$ cat src/rtl/rtc_pi_pkg.sv
package rtc_pi_pkg;
  localparam int RATE_W = 4;
  localparam int SEL_W  = 3;

  localparam logic [SEL_W-1:0] SEL_NORMAL = 3'b010;
  localparam logic [SEL_W-1:0] SEL_BYP_A  = 3'b011;
  localparam logic [SEL_W-1:0] SEL_BYP_B  = 3'b100;
  localparam logic [SEL_W-1:0] SEL_BYP_C  = 3'b101;

  // aliased low codes reuse slower periods
  localparam int ALIAS1_SHIFT = 7;
  localparam int ALIAS2_SHIFT = 8;

  typedef struct packed {
    logic [SEL_W-1:0]  sel;
    logic [RATE_W-1:0] rate;
  } ctrl_t;
endpackage

$ cat src/rtl/rtc_pi_rate_dec.sv
module rtc_pi_rate_dec
  import rtc_pi_pkg::*;
#(
  parameter int CHAIN_W = 15,
  parameter int SH_W    = $clog2(CHAIN_W + 1)
) (
  input  logic [RATE_W-1:0] rate_i,
  output logic              en_o,
  output logic [SH_W-1:0]   shift_o
);
  localparam logic [SH_W-1:0] SH_MAX = SH_W'(CHAIN_W - 1);

  logic [SH_W-1:0] raw;

  always_comb begin
    en_o = 1'b1;
    raw  = SH_W'(rate_i) - SH_W'(1);
    unique case (rate_i)
      4'd0: begin en_o = 1'b0; raw = '0; end
      4'd1: raw = SH_W'(ALIAS1_SHIFT);
      4'd2: raw = SH_W'(ALIAS2_SHIFT);
      default: ;
    endcase
    shift_o = (raw > SH_MAX) ? SH_MAX : raw;
  end
endmodule

$ cat src/rtl/rtc_pi_sel_dec.sv
module rtc_pi_sel_dec
  import rtc_pi_pkg::*;
#(
  parameter int CHAIN_W  = 15,
  parameter int BYP_STEP = 5,
  parameter int SH_W     = $clog2(CHAIN_W + 1)
) (
  input  logic [SEL_W-1:0] sel_i,
  output logic             run_o,
  output logic [SH_W-1:0]  byp_o
);
  localparam logic [SH_W-1:0] BYP1 = SH_W'(BYP_STEP);
  localparam logic [SH_W-1:0] BYP2 = SH_W'(2 * BYP_STEP);
  localparam logic [SH_W-1:0] BYP3 = SH_W'(3 * BYP_STEP);

  always_comb begin
    run_o = 1'b1;
    byp_o = '0;
    unique case (sel_i)
      SEL_NORMAL: byp_o = '0;
      SEL_BYP_A:  byp_o = BYP1;
      SEL_BYP_B:  byp_o = BYP2;
      SEL_BYP_C:  byp_o = BYP3;
      default:    run_o = 1'b0;  // 110, 111 and unused codes hold
    endcase
  end
endmodule

$ cat src/rtl/rtc_pi_chain.sv
module rtc_pi_chain #(
  parameter int CHAIN_W = 15,
  parameter int UIP_WIN = 8,
  parameter int SH_W    = $clog2(CHAIN_W + 1)
) (
  input  logic            clk_i,
  input  logic            rst_ni,
  input  logic            tick_i,
  input  logic            run_i,
  input  logic [SH_W-1:0] byp_i,
  input  logic            rate_en_i,
  input  logic [SH_W-1:0] shift_i,
  output logic            evt_o,
  output logic            uip_o
);
  localparam logic [CHAIN_W-1:0] UIP_START = CHAIN_W'((1 << CHAIN_W) - UIP_WIN);

  logic [CHAIN_W-1:0] cnt_q, cnt_nxt, mask;
  logic [CHAIN_W:0]   inc;

  always_comb begin
    inc     = {{CHAIN_W{1'b0}}, 1'b1} << byp_i;
    cnt_nxt = cnt_q + inc[CHAIN_W-1:0];
  end

  for (genvar i = 0; i < CHAIN_W; i++) begin : g_mask
    assign mask[i] = (SH_W'(i) < shift_i);
  end

  always_ff @(posedge clk_i or negedge rst_ni) begin
    if (!rst_ni)     cnt_q <= '0;
    else if (!run_i) cnt_q <= '0;
    else if (tick_i) cnt_q <= cnt_nxt;
  end

  assign evt_o = tick_i && run_i && rate_en_i && ((cnt_nxt & mask) == '0);
  assign uip_o = run_i && (cnt_q >= UIP_START);

  assert_hold_clear_R6: assert property (@(posedge clk_i) disable iff (!rst_ni)
    !run_i |=> !uip_o);
  assert_no_tick_stable_R11: assert property (@(posedge clk_i) disable iff (!rst_ni)
    (run_i && !tick_i) |=> $stable(cnt_q) || !run_i);
endmodule

$ cat src/rtl/rtc_pi_flag.sv
module rtc_pi_flag (
  input  logic clk_i,
  input  logic rst_ni,
  input  logic evt_i,
  input  logic rd_i,
  input  logic sqw_en_i,
  output logic pf_o,
  output logic sqw_o
);
  always_ff @(posedge clk_i or negedge rst_ni) begin
    if (!rst_ni)    pf_o <= 1'b0;
    else if (evt_i) pf_o <= 1'b1;  // set beats clear
    else if (rd_i)  pf_o <= 1'b0;
  end

  always_ff @(posedge clk_i or negedge rst_ni) begin
    if (!rst_ni)        sqw_o <= 1'b0;
    else if (!sqw_en_i) sqw_o <= 1'b0;
    else if (evt_i)     sqw_o <= ~sqw_o;
  end

  assert_pf_needs_evt_R8: assert property (@(posedge clk_i) disable iff (!rst_ni)
    $rose(pf_o) |-> $past(evt_i));
  assert_clear_R8: assert property (@(posedge clk_i) disable iff (!rst_ni)
    (rd_i && !evt_i) |=> !pf_o);
  assert_sqw_off_R9: assert property (@(posedge clk_i) disable iff (!rst_ni)
    !sqw_en_i |=> !sqw_o);
  assert_sqw_toggle_R9: assert property (@(posedge clk_i) disable iff (!rst_ni)
    (sqw_en_i && $past(sqw_en_i) && !$stable(sqw_o)) |-> $past(evt_i));
endmodule

$ cat src/rtl/rtc_pi_gen.sv
module rtc_pi_gen
  import rtc_pi_pkg::*;
#(
  parameter int CHAIN_W  = 15,
  parameter int UIP_WIN  = 8,
  parameter int BYP_STEP = 5
) (
  input  logic       clk_i,
  input  logic       rst_ni,
  input  logic       tick_i,
  input  logic       ctrl_we_i,
  input  logic [7:0] ctrl_wdata_i,
  output logic [7:0] ctrl_rdata_o,
  input  logic       flag_rd_i,
  input  logic       sqw_en_i,
  output logic       pf_o,
  output logic       sqw_o
);
  localparam int    SH_W       = $clog2(CHAIN_W + 1);
  localparam ctrl_t CTRL_RESET = '{sel: 3'b110, rate: '0};

  ctrl_t           ctrl_q;
  logic            run, rate_en, evt, uip;
  logic [SH_W-1:0] byp, shift;

  always_ff @(posedge clk_i or negedge rst_ni) begin
    if (!rst_ni)        ctrl_q <= CTRL_RESET;
    else if (ctrl_we_i) ctrl_q <= ctrl_t'(ctrl_wdata_i[SEL_W+RATE_W-1:0]);
  end

  rtc_pi_rate_dec #(.CHAIN_W(CHAIN_W), .SH_W(SH_W)) u_rate (
    .rate_i (ctrl_q.rate),
    .en_o   (rate_en),
    .shift_o(shift)
  );

  rtc_pi_sel_dec #(.CHAIN_W(CHAIN_W), .BYP_STEP(BYP_STEP), .SH_W(SH_W)) u_sel (
    .sel_i(ctrl_q.sel),
    .run_o(run),
    .byp_o(byp)
  );

  rtc_pi_chain #(.CHAIN_W(CHAIN_W), .UIP_WIN(UIP_WIN), .SH_W(SH_W)) u_chain (
    .clk_i    (clk_i),
    .rst_ni   (rst_ni),
    .tick_i   (tick_i),
    .run_i    (run),
    .byp_i    (byp),
    .rate_en_i(rate_en),
    .shift_i  (shift),
    .evt_o    (evt),
    .uip_o    (uip)
  );

  rtc_pi_flag u_flag (
    .clk_i   (clk_i),
    .rst_ni  (rst_ni),
    .evt_i   (evt),
    .rd_i    (flag_rd_i),
    .sqw_en_i(sqw_en_i),
    .pf_o    (pf_o),
    .sqw_o   (sqw_o)
  );

  assign ctrl_rdata_o = {uip, ctrl_q.sel, ctrl_q.rate};

  assert_rate_off_R5: assert property (@(posedge clk_i) disable iff (!rst_ni)
    (ctrl_q.rate == '0) |-> !evt);
  assert_hold_quiet_R6: assert property (@(posedge clk_i) disable iff (!rst_ni)
    (ctrl_q.sel[2:1] == 2'b11 || ctrl_q.sel[2:1] == 2'b00) |-> (!evt && !ctrl_rdata_o[7]));
  assert_no_tick_no_evt_R11: assert property (@(posedge clk_i) disable iff (!rst_ni)
    !tick_i |-> !evt);
endmodule

$ cat config.mk
export PLATFORM = sky130hd
export DESIGN_NAME = rtc_pi_gen
export DESIGN_NICKNAME = d
export VERILOG_FILES = /design/src/rtl/rtc_pi_pkg.sv /design/src/rtl/rtc_pi_rate_dec.sv /design/src/rtl/rtc_pi_sel_dec.sv /design/src/rtl/rtc_pi_chain.sv /design/src/rtl/rtc_pi_flag.sv /design/src/rtl/rtc_pi_gen.sv
export SDC_FILE = /design/constraint.sdc
export NUM_CORES = 1
export LEC_CHECK = 0
export ABC_AREA = 1
export ABC_CLOCK_PERIOD_IN_PS = 3000
export BUFFER_PORTS_ARGS = -buffer_cell sky130_fd_sc_hd__buf_2
export CORE_ASPECT_RATIO = 1.4
export CORE_MARGIN = 1.5
export CORE_UTILIZATION = 45
export CTS_BUF_LIST = sky130_fd_sc_hd__clkbuf_16
export CTS_CLUSTER_SIZE = 20
export DETAILED_ROUTE_END_ITERATION = 6
export GPL_TIMING_DRIVEN = 0
export PLACE_DENSITY = 0.67
export SKIP_LAST_GASP = 1
export SLEW_MARGIN = 20
export SYNTH_ARGS = -nofsm -noshare
export SYNTH_HDL_FRONTEND = slang
export SYNTH_HIERARCHICAL = 1
export SYNTH_SLANG_ARGS = --single-unit
$ cat constraint.sdc
create_clock -name clk_i -period 3 [get_ports clk_i]
set_input_delay 0.9 -clock clk_i [delete_from_list [all_inputs] [get_ports clk_i]]
set_output_delay 0.9 -clock clk_i [all_outputs]
set_load 0.05 [all_outputs]
==> run summary <==
R2r setup slk: 0.07 ns
Crit path top cell by count: nand2_1
Non-Filler Instances: 472
Min-delay worst type: flip-flop to flip-flop
I/O Pins: 24
Max incr delay on CP: 0.60 ns
Global-route wire length before repair: 10300 µm
Post-synth top flop: dfrtp_1
Critical Path Fanout Max: 5
Cell chain of the critical path: nor2_2 > nor2_4 > inv_2 > nand2_4 > nor3_2 > ha_2 > fa_2 > nand2_2 > nand2_4 > a21o_2 > nand2_2 > o21ai_1 > clkinv_1 > nand3_1 > nand2_1 > nand2_1 > nor2_2 > nand2_1 > nand2_1 > nor2_1
CTS buffer count: 3
Share of cells above drive strength 1: 36.2%
P per Cell Area: 389 mW/mm²
Hold buffers post-CTS: 0
Setup WS post-layout: 0.0656 ns
Chip Height: 89.5 µm
Leak: 1.63 nW
Drt wl/cell: 14.3 µm
Post-DP HPWL: 5080 µm
Net count after synthesis: 405
Initial DRC Count: 98
Worst setup path end: u_flag/sqw_o
Initial core utilization: 46.6%
Worst slack, placed: -0.181 ns
Seq/Total Area, Yosys: 25.1%
Clock-pin transition on the worst setup and hold timing paths: 0.06 ns
Final setup vio count: 0
Setup Skew: 0.00276 ns
Fin. Hold Viols: 0
Area Growth Syn to Fin: 33.6%
Synth warn: 6
Hold depth: 2
Fin crit period: 2.93 ns
PortBufs: 21
Ys async rst share: 100%
Worst r2r path cells: 20
Die ar.: 0.00580 mm²
Crit path max-delay family: simple AND/OR/NAND/NOR gates
CP endpoint kind: flip-flop
Measured slew at the worst slew-check pin: 0.533 ns
Post-route DRC: 0
Design Power: 1.25 mW
Seq cells post-synth: 24
CP arrival: 3.08 ns
Seq pwr share: 30.5%
CP max stage cell: dfstp_2
Most frequent cells in the layout: 104 x nand2_1, 44 x inv_1, 24 x nand2_2
CTS root buffer: clkbuf_16
Vias post-DR: 2473
Synthesized cell area: 0.00241 mm²
Placer congestion estimate: 0.935
Clock buffer depth: 2
Final wirelength: 6750 µm
Fmax: 0.341 GHz
Syn Area/Cell: 6.50 µm²
Status: finished clean
Hold wc startpoint: ctrl_rdata_o[5]
Skew-Pair Late Insertion Delay: 0.26 ns
Gr usage total: 23.2%
Post-Synthesis Cells: 370
Rows: 31
Largest net degree at the start of global routing: 25
Clock Power Share: 30.2%
Clock sink count: 24
FF-to-FF Start: ctrl_rdata_o[6]
Vias in the first global route: 2337
Most common cell after layout, fill and taps aside: nand2_1
Combinational group share of total power: 39.3%
Levels on crit path: 20
H-Tree Depth: 1
Kind of critical path: flip-flop to flip-flop
Layout Nets: 442
Ant diodes: 0
Tcrit/Tclk final: 97.8%
DR pass1 iterations: 4
Fin Setup TNS: 0 ns
Slew headroom: 64.5%
Bufs and invs on worst path: 2
Routed Antenna Nets: 0
Die Span X: 64.8 µm
GRT overflow: 0
Final Max Tran Viols: 0
Max IR drop VDD: 0.000491 V
Critical Path Source Type: flip-flop
Post-synth EDFFs: 0
Internal power: 790 µW
Placed insts: 457
Unrepaired setup endpoints after global routing: true
Net Switching: 461 µW
Crit. Startpoint: ctrl_rdata_o[6]
Initial antenna violation count: 0
CP required: 3.15 ns
Placed Instance Area: 0.00259 mm²
Distinct cells, synth: 38
Fin area: 0.00322 mm²
Net switching fraction of the power: 36.9%
Post-DR vias/cell: 5.24
Placeable Area: 0.00516 mm²
Reg-to-Reg End: u_flag/sqw_o
Max-cap violations: 0
CTS tree: done
[power groups by stage]
stage / Combinational (mW) / Sequential, mW / Clock, mW
6_report: 0.491 / 0.382 / 0.378
2_1_floorplan: 0.231 / 0.430 / 0
3_3_place_gp: 0.372 / 0.381 / 0
3_5_place_dp: 0.376 / 0.382 / 0
4_1_cts: 0.395 / 0.377 / 0.388
5_1_grt: 0.537 / 0.386 / 0.398
[flip-flops by register name (all words and copies together) (netlist names)]
register       count
u_chain/cnt_q     15
u_flag/pf_o        1
u_flag/sqw_o       1
ctrl_rdata_o       7
[layout make-up]
type | instances | area (µm²)
Tap cell | 66 | 82.6
Sequential cell | 24 | 606
Inverter | 56 | 213
Clock buffer | 3 | 75.1
Multi-Input combinational cell | 283 | 1960
Clock inverter | 1 | 30.0
Timing Repair Buffer | 33 | 199
Fill cell | 472 | 1940
Buffer | 6 | 48.8
[per-stage QoR]
step / hold slack [ns] / utilization (%)
finish: 0.499 / 62.3
global route: 0.531 / 62.3
detailed placement: 0.479 / 50.3
CTS: 0.490 / 53.9
global placement: 0.475 / 50.3
floorplan: 0.470 / -
[synth_stat cells (3+ instances only)]
master | instances | area share, %
inv_2 | 6 | 0.94
nor2_2 | 3 | 0.78
nand4_1 | 5 | 1.3
xor2_1 | 5 | 1.8
nand2_1 | 120 | 19
o21ai_2 | 3 | 1.1
inv_1 | 49 | 7.6
a21oi_1 | 6 | 1.2
nand2_2 | 15 | 3.9
buf_4 | 4 | 1.2
o21ai_0 | 12 | 2.5
nor3_1 | 7 | 1.5
nor2_1 | 30 | 4.7
nand3_1 | 28 | 5.8
dfrtp_1 | 22 | 23
ha_1 | 20 | 10
a22o_1 | 4 | 1.5
[metal layers]
| metal | wire length [µm] | global-route usage [%] |
|---|---|---|
| met1 | 2440 | 23.8 |
| met2 | 3700 | 46.4 |
| met3 | 190 | 1.39 |
| met4 | 415 | 12.0 |
| met5 | 0 | 0 |
[worst min-delay path by stage]
stage | slack [ns] | endpoint
after global routing | 0.53 | ctrl_rdata_o[5]
after floorplan | 0.47 | u_chain/cnt_q[0]
after global placement | 0.48 | ctrl_rdata_o[5]
after detailed placement | 0.48 | ctrl_rdata_o[5]
final | 0.50 | ctrl_rdata_o[5]
after CTS | 0.49 | ctrl_rdata_o[5]
[worst reg2reg max path: stages (launching register included)]
cell and delay (ns):
dfstp_2 0.60, nor2_2 0.07, nor2_4 0.20, inv_2 0.08, nand2_4 0.08, nor3_2 0.04, ha_2 0.20, fa_2 0.42
nand2_2 0.10, nand2_4 0.07, a21o_2 0.22, nand2_2 0.07, o21ai_1 0.06, clkinv_1 0.06, nand3_1 0.07, nand2_1 0.11
nand2_1 0.08, nor2_2 0.14, nand2_1 0.07, nand2_1 0.05, nor2_1 0.03
[kinds of logic after synthesis]
kind of cell	Yosys count	synth area share [%]
adders and majority gates	21	11.2
buffers and inverters	63	10.8
xor gates and xnor gates	6	2.18
DFF	24	25.1
AOI/OAI and AO/OA	34	9.10
and+or+nand+nor	222	41.7
[repair_timing]
item / CTS / global route
gates resized for setup: 16 / 86
setup buffers: 2 / 9
endpoints found under the setup margin: 2 / 3
pin swaps: 6 / 25
endpoints found under the hold margin: 0 / 0
cloned: 0 / 1
Power figures use the tool's default switching activity.
